--- src/rtl/radix_walker.sv ---
module radix_walker (
  input  logic        clk,
  input  logic        rst_n,
  input  logic        start,
  input  logic [63:0] ea,
  input  logic [31:0] pid,
  input  logic [63:0] ptab,
  input  logic        priv,
  input  logic        store,
  input  logic        ifetch,
  output logic        busy,
  output logic        mem_req,
  output logic [63:0] mem_addr,
  input  logic        mem_vld,
  input  logic [63:0] mem_data,
  output logic        done,
  output logic [63:0] ra,
  output logic        err_inval,
  output logic        err_seg,
  output logic        err_tree,
  output logic        err_perm,
  output logic        err_rc
);
  typedef enum logic [2:0] {S_IDLE, S_PREQ, S_PWAIT, S_SEG, S_DREQ, S_DWAIT} st_t;

  st_t         st;
  logic [63:0] ea_q, ptab_q;
  logic [31:0] epid_q;
  logic        priv_q, store_q, ifetch_q;
  logic [6:0]  shift_q;
  logic [4:0]  lvl_q;
  logic [55:0] base_q;

  function automatic logic [63:0] ones(input logic [6:0] n);
    logic [63:0] r;
    for (int i = 0; i < 64; i++) r[i] = (i < int'(n));
    return r;
  endfunction

  logic [63:0] pmask, lmask, smask;
  logic [63:0] prt_addr, dir_addr, ra_calc;
  logic [49:0] eash;
  logic [15:0] idx;
  logic [6:0]  limit;
  logic        seg_bad, root_bad, nls_bad, perm_ok, rc_ok;
  logic [4:0]  nls;

  assign pmask = ones({2'b0, ptab_q[4:0]});
  assign lmask = ones({2'b0, lvl_q});
  assign smask = ones(shift_q);

  assign prt_addr = {8'h0, ptab_q[55:36],
                     (ptab_q[35:12] & ~pmask[23:0]) | (epid_q[31:8] & pmask[23:0]),
                     epid_q[7:0], 4'h0};

  assign eash     = ea_q[61:12] >> shift_q;
  assign idx      = eash[15:0];
  assign dir_addr = {8'h0, base_q[55:19],
                     (base_q[18:3] & ~lmask[15:0]) | (idx & lmask[15:0]), 3'b000};

  assign limit    = shift_q + 7'd19;
  assign seg_bad  = (ea_q[63] ^ ea_q[62]) | (|(ea_q[61:31] & ~smask[30:0]));
  assign root_bad = (lvl_q < 5'd5) | (lvl_q > 5'd16) | ({2'b0, lvl_q} > limit);

  assign nls      = mem_data[4:0];
  assign nls_bad  = (nls < 5'd5) | (nls > 5'd16) | ({2'b0, nls} > shift_q);

  assign perm_ok  = (priv_q | ~mem_data[3]) &
                    (ifetch_q ? (mem_data[0] & ~mem_data[5])
                              : (mem_data[1] | (mem_data[2] & ~store_q)));
  assign rc_ok    = mem_data[8] & (mem_data[7] | ~store_q);
  assign ra_calc  = {8'h0, (mem_data[55:12] & ~smask[43:0]) | (ea_q[55:12] & smask[43:0]),
                     ea_q[11:0]};

  assign busy     = (st != S_IDLE);
  assign mem_req  = (st == S_PREQ) || (st == S_DREQ);
  assign mem_addr = (st == S_PREQ) ? prt_addr : dir_addr;

  always_ff @(posedge clk) begin
    if (!rst_n) begin
      st <= S_IDLE;
      ea_q <= '0; ptab_q <= '0; epid_q <= '0;
      priv_q <= 1'b0; store_q <= 1'b0; ifetch_q <= 1'b0;
      shift_q <= '0; lvl_q <= '0; base_q <= '0;
      done <= 1'b0; ra <= '0;
      err_inval <= 1'b0; err_seg <= 1'b0; err_tree <= 1'b0;
      err_perm <= 1'b0; err_rc <= 1'b0;
    end else begin
      done <= 1'b0;
      err_inval <= 1'b0; err_seg <= 1'b0; err_tree <= 1'b0;
      err_perm <= 1'b0; err_rc <= 1'b0;
      case (st)
        S_IDLE: if (start) begin
          ea_q     <= ea;
          epid_q   <= ea[63] ? 32'h0 : pid;
          ptab_q   <= ptab;
          priv_q   <= priv;
          store_q  <= store;
          ifetch_q <= ifetch;
          st       <= S_PREQ;
        end
        S_PREQ: st <= S_PWAIT;
        S_PWAIT: if (mem_vld) begin
          if (mem_data[4:0] == 5'd0) begin
            err_inval <= 1'b1; done <= 1'b1; st <= S_IDLE;
          end else begin
            shift_q <= {2'b0, mem_data[62:61], mem_data[7:5]};
            lvl_q   <= mem_data[4:0];
            base_q  <= {mem_data[55:8], 8'h0};
            st      <= S_SEG;
          end
        end
        S_SEG: begin
          if (seg_bad) begin
            err_seg <= 1'b1; done <= 1'b1; st <= S_IDLE;
          end else if (root_bad) begin
            err_tree <= 1'b1; done <= 1'b1; st <= S_IDLE;
          end else begin
            shift_q <= limit - {2'b0, lvl_q};
            st      <= S_DREQ;
          end
        end
        S_DREQ: st <= S_DWAIT;
        S_DWAIT: if (mem_vld) begin
          if (!mem_data[63]) begin
            err_inval <= 1'b1; done <= 1'b1; st <= S_IDLE;
          end else if (mem_data[62]) begin
            done <= 1'b1; st <= S_IDLE;
            if (perm_ok && rc_ok) ra <= ra_calc;
            else begin
              err_perm <= ~perm_ok;
              err_rc   <= perm_ok;
            end
          end else if (nls_bad) begin
            err_tree <= 1'b1; done <= 1'b1; st <= S_IDLE;
          end else begin
            shift_q <= shift_q - {2'b0, nls};
            lvl_q   <= nls;
            base_q  <= {mem_data[55:8], 8'h0};
            st      <= S_DREQ;
          end
        end
        default: st <= S_IDLE;
      endcase
    end
  end
endmodule

--- config.mk ---
export PLATFORM = sky130hd
export DESIGN_NAME = radix_walker
export DESIGN_NICKNAME = d
export VERILOG_FILES = /design/src/rtl/radix_walker.sv
export SDC_FILE = /design/constraint.sdc
export NUM_CORES = 1
export LEC_CHECK = 0
export ABC_CLOCK_PERIOD_IN_PS = 7050
export BUFFER_PORTS_ARGS = -buffer_cell sky130_fd_sc_hd__buf_2
export CAP_MARGIN = 20
export CORE_UTILIZATION = 25
export CTS_CLUSTER_SIZE = 12
export DETAILED_ROUTE_END_ITERATION = 12
export GPL_TIMING_DRIVEN = 0
export PLACE_DENSITY = 0.42
export SLEW_MARGIN = 20
export SYNTH_ARGS = -nofsm -noshare
export SYNTH_HDL_FRONTEND = slang
export SYNTH_SLANG_ARGS = --single-unit
--- constraint.sdc ---
create_clock -name clk -period 7.05 [get_ports clk]
set_input_delay 1.41 -clock clk [delete_from_list [all_inputs] [get_ports clk]]
set_output_delay 1.41 -clock clk [all_outputs]
set_load 0.005 [all_outputs]
# Yosys cells after proc, flatten, opt, wreduce, memory -nomap -nowiden
# Cells that the tools add are included.
[word_totals]
regBits = 288
input_bits = 231
output_inout_bits = 136
elab_cells = 230
[classes]
n_addsub = 3
n_lt_le_gt_ge = 90
n_eq_ne = 14
shift = 1
mux = 54
bitwise_logic = 36
reduce_logical = 15
[ops]
columns = ["cell", "count"]
rows = [
  ["$mux W56", 7],
  ["$lt A5 B7 Y1 const A", 16],
  ["$pmux W56 S2", 1],
  ["$and A44 B44 Y44", 2],
  ["$lt A6 B7 Y1 const A", 12],
  ["$lt A4 B5 Y1 const A", 16],
  ["$lt A4 B7 Y1 const A", 8],
  ["$mux W7", 8],
  ["$shr A50 B7 Y16", 1],
  ["$and A24 B24 Y24", 2],
  ["$not A44 Y44", 1],
  ["$or A44 B44 Y44", 1],
  ["$lt A3 B5 Y1 const A", 8],
  ["$lt A5 B5 Y1 const A", 8],
  ["$and A16 B16 Y16", 2],
  ["$mux W32", 1],
  ["$and A31 B31 Y31", 1],
  ["$not A31 Y31", 1],
  ["$reduce_or A31 Y1", 1],
  ["$mux W5", 6],
  ["$lt A3 B7 Y1 const A", 4],
  ["$mux W3", 8],
  ["$not A24 Y24", 1],
  ["$or A24 B24 Y24", 1],
  ["other kinds (38)", 96],
]

# Longest topological paths before layout
[depth]
depth_word = 8
ltp_mapped = 14
depth_no_buf = 11

# Least setup slack after synthesis
# OpenSTA, ideal clock, no wires.
[synth_path]
kind = "flip-flop to output port"
start = "register shift_q[0]"
end = "output mem_addr[16]"
t_arrival_ns = 2.220
path_slack_ns = 3.420
stages_incl_launch_ff = 10
n_path_buf = 2
cell_sequence = "dfxtp_1 -> buf_4 -> buf_4 -> mux4_2 -> mux2i_1 -> nand2_1 -> o211ai_1 -> o21ai_0 -> a222oi_1 -> o22ai_1"
[synth_via]
elab_chain_cells = 4
[synth_lines]
columns = ["element", "line", "text"]
rows = [
  ["start, declared", "30", "logic [6:0] shift_q;"],
  ["start signal, assigned", "107", "shift_q <= {2'b0, mem_data[62:61], mem_data[7:5]};"],
  ["start signal, assigned", "119", "shift_q <= limit - {2'b0, lvl_q};"],
  ["start signal, assigned", "137", "shift_q <= shift_q - {2'b0, nls};"],
  ["$shr A50 B7 Y16", "56", "assign eash = ea_q[61:12] >> shift_q;"],
  ["$and A16 B16 Y16", "59", "(base_q[18:3] & ~lmask[15:0]) | (idx & lmask[15:0]), 3'b000};"],
  ["$or A16 B16 Y16", "59", ""],
  ["$mux W56", "77", "assign mem_addr = (st == S_PREQ) ? prt_addr : dir_addr;"],
  ["end, declared", "13", "output logic [63:0] mem_addr,"],
]
# Every way passes these cells.

# Final worst setup path
[layout_path]
start = "register shift_q[2]"
end = "output mem_addr[8]"
# Same word-level chain as after synthesis.

==> impl_metrics.ini <==
[outcome]
status = completed

[route]
ant_nets = 0
highest_layer = met5
wl_met1_um = 34700
vias = 16200
wl_um = 79400
dr.pass1.iters = 5
wl_per_cell_um = 25.1
drt_iter0_drc = 1175
drc = 0
wl_met2_um = 37200
dr_wl_met3_um = 4730
viasPerCell = 5.11

[cts]
cts-resized-gates = 0
cts_max_level = 2
postCtsHoldBufs = 0
cts_tree = done
clock_latency_ps = 570
numCtsBuffers = 36
root_buffer = clkbuf_16
cts.path.max_buffers = 3
cts_sinks = 273
post-cts-setup-buffer-count = 0
clk_pin_slew_ps = 60

[setup_path]
cp_top_family = buffers and inverters
critical_path_buf_inv_count = 5
cp_data_required_time_ps = 5640
reg2reg_from = shift_q[2]
cp_common_cell = buf_2
rrSetupSlack_ps = 2770
crit_slowest_cell = a2111oi_0
cp.depth = 10
worstReg2RegEnd = st[2]
cp_cell_sequence = buf_2 > buf_2 > buf_1 > clkbuf_1 > o211ai_1 > o21ai_1 > mux2i_1 > a2111oi_0 > nor2_1 > buf_2
worstRegToRegCells = 12
cp-start-kind = flip-flop
cp_max_fo = 10
worst-setup-path-type = reg2out
end_kind = primary output
crit_path_start = shift_q[2]
slowest_delay_ps = 920
crit_arrival_ps = 4420
crit_end = mem_addr[8]

[power]
cell_internal_pwr_mw = 3.05
p_total_mw = 4.46
power_frac_clock_pct = 42.1
p_sw_share_pct = 31.8
pwr-share-comb_pct = 19.8
peakVddDrop_v = 0.000139
p_switching_mw = 1.42
seqPwrFrac_pct = 38.2
powerDensity_nw_per_um2 = 233
power.leakage_nw = 7.74

[min_path]
hold_start = epid_q[0]
hp-class = reg2reg

[placed_design]
place_ws_ps = 1910
dp_hpwl_um = 63900
place_area_sq_um = 18000
place.gp.congestion = 0.981
io_buffers = 326

[synth]
yosysWarnings = 0
yosysSeqAreaShare_pct = 35.8
synth_enable_flop_cells = 0
synth_area_per_cell_sq_um = 7.73
netlist_area_sq_um = 15200
ys.flop_type = dfxtp_1
ys_types = 76
synthCells = 1973
postSynth.asyncResetShare_pct = 0
synth-seq-cells = 273

[layout]
nNetsFinal = 2601
drive_gt1_share_pct = 22.3
layout-area-overhead-vs-synth_pct = 25.8
stdcell_area_sq_um = 19200
most-common-layout-cells = 565 x nand2_1, 355 x buf_2, 273 x dfxtp_1
mostFrequentLayoutCell = nand2_1

[global_routing]
grt_max_degree = 12
track_usage_pct = 25.0
grt_pass1_wl_um = 113000
grt_antenna_before_repair = 8
grt_overflow = 0
grt_pass1_vias = 15800

[floorplan]
floorplan.initialDensity_pct = 25.3
core_sq_um = 60400
std_cell_rows = 90
die-area_sq_um = 62000
die_x_um = 249
die_height_um = 249
io_pins = 367

[sta]
tns_ps = 0
min_period_over_period_pct = 82.7
fin_worst_skew_ps = 23.7
slew_violations = 0
worstMarginPinSlew_ps = 1190
setup_viol = 0
rsz0062_at_grt = false
fmax_mhz = 172
slew_headroom_pct = 20.6
min_period_ps = 5830
hold_viol_final = 0
postLayoutSetupSlackWorst_ps = 1220

[flow_run]
drv_cap = 0
metrics by stage:
stage | cells | hold WS [ps] | utilization [%]
finish | 3168 | 451 | 31.8
CTS | 3164 | 453 | 31.8
floorplan | 1991 | 427 | -
detailed placement | 3101 | 445 | 29.8
global route | 3166 | 468 | 31.8
global placement | 3099 | 437 | 29.7
state kept, by name, indices dropped and copies added, names as in the netlist:
register / cells
ea_q: 64
ra: 56
ptab_q: 49
base_q: 48
epid_q: 32
shift_q: 7
lvl_q: 5
st: 3
done: 1
err_inval: 1
err_perm: 1
err_rc: 1
err_seg: 1
err_tree: 1
ifetch_q: 1
priv_q: 1
store_q: 1
layout make-up:
cell class                 instances  area, sq um
multi-input combinational       1507         8910
antenna                            4         10.0
timing repair buffer             328         1650
clock buffer                      52         1050
clock inverter                    11          161
tap                              782          978
sequential                       273         5470
fill                            6655        41200
buffer                           186          867
inverter                          25         93.8
worst min path at each step:
stage / endpoint / slack (ps) / cells after the start
final: epid_q[0] / 450 / 2
after global routing: ptab_q[16] / 470 / 2
after CTS: base_q[22] / 450 / 2
after detailed placement: base_q[20] / 450 / 2
after global placement: base_q[13] / 440 / 2
after floorplan: base_q[10] / 430 / 2
worst min-delay path, stage by stage, from the launching register on:
cell	delay [ps]
dfxtp_1	310
nand2_1	50
a21oi_1	50
cell families after synthesis:
kind of cell	count (synthesis)	synth area share, %
compound gates	503	19.9
other cells	1	0.0246
buf+inv	211	6.28
xor+xnor	13	0.747
simple gates	811	22.4
flops	273	35.8
fa+ha+maj	13	1.17
mux	148	13.7
metal layers:
metal / track usage, % / vias up
met5: 0 / -
met4: 8.61 / 4
met3: 3.78 / 109
met2: 41.6 / 624
met1: 32.7 / 7841
li1: - / 7621
power by group through the flow:
stage | registers [mW] | logic (mW) | clock network [mW]
global route | 1.71 | 0.948 | 1.98
detailed placement | 1.73 | 0.876 | 0
finish | 1.70 | 0.882 | 1.88
floorplan | 1.69 | 0.513 | 0
CTS | 1.70 | 0.880 | 1.92
global placement | 1.73 | 0.875 | 0
cells in the mapped netlist (13+ instances only):
library cell  number  area share [%]
nand3b_1          36             1.8
buf_2             29            0.95
mux2i_1           88             5.8
a311oi_1          23             1.3
buf_4             28             1.4
nand2_1          565              14
clkbuf_1         111             2.7
buf_1             13            0.32
nor2_1           110             2.7
a21oi_1          260             8.5
mux2_2            13            0.96
a211oi_1          41             2.0
inv_1             24            0.59
mux4_2            47             6.9
o21ai_0           76             2.5
nor3_1            18            0.59
nand3_1           22            0.72
dfxtp_1          273              36
Note: power is estimated with default switching activity, not from simulation.
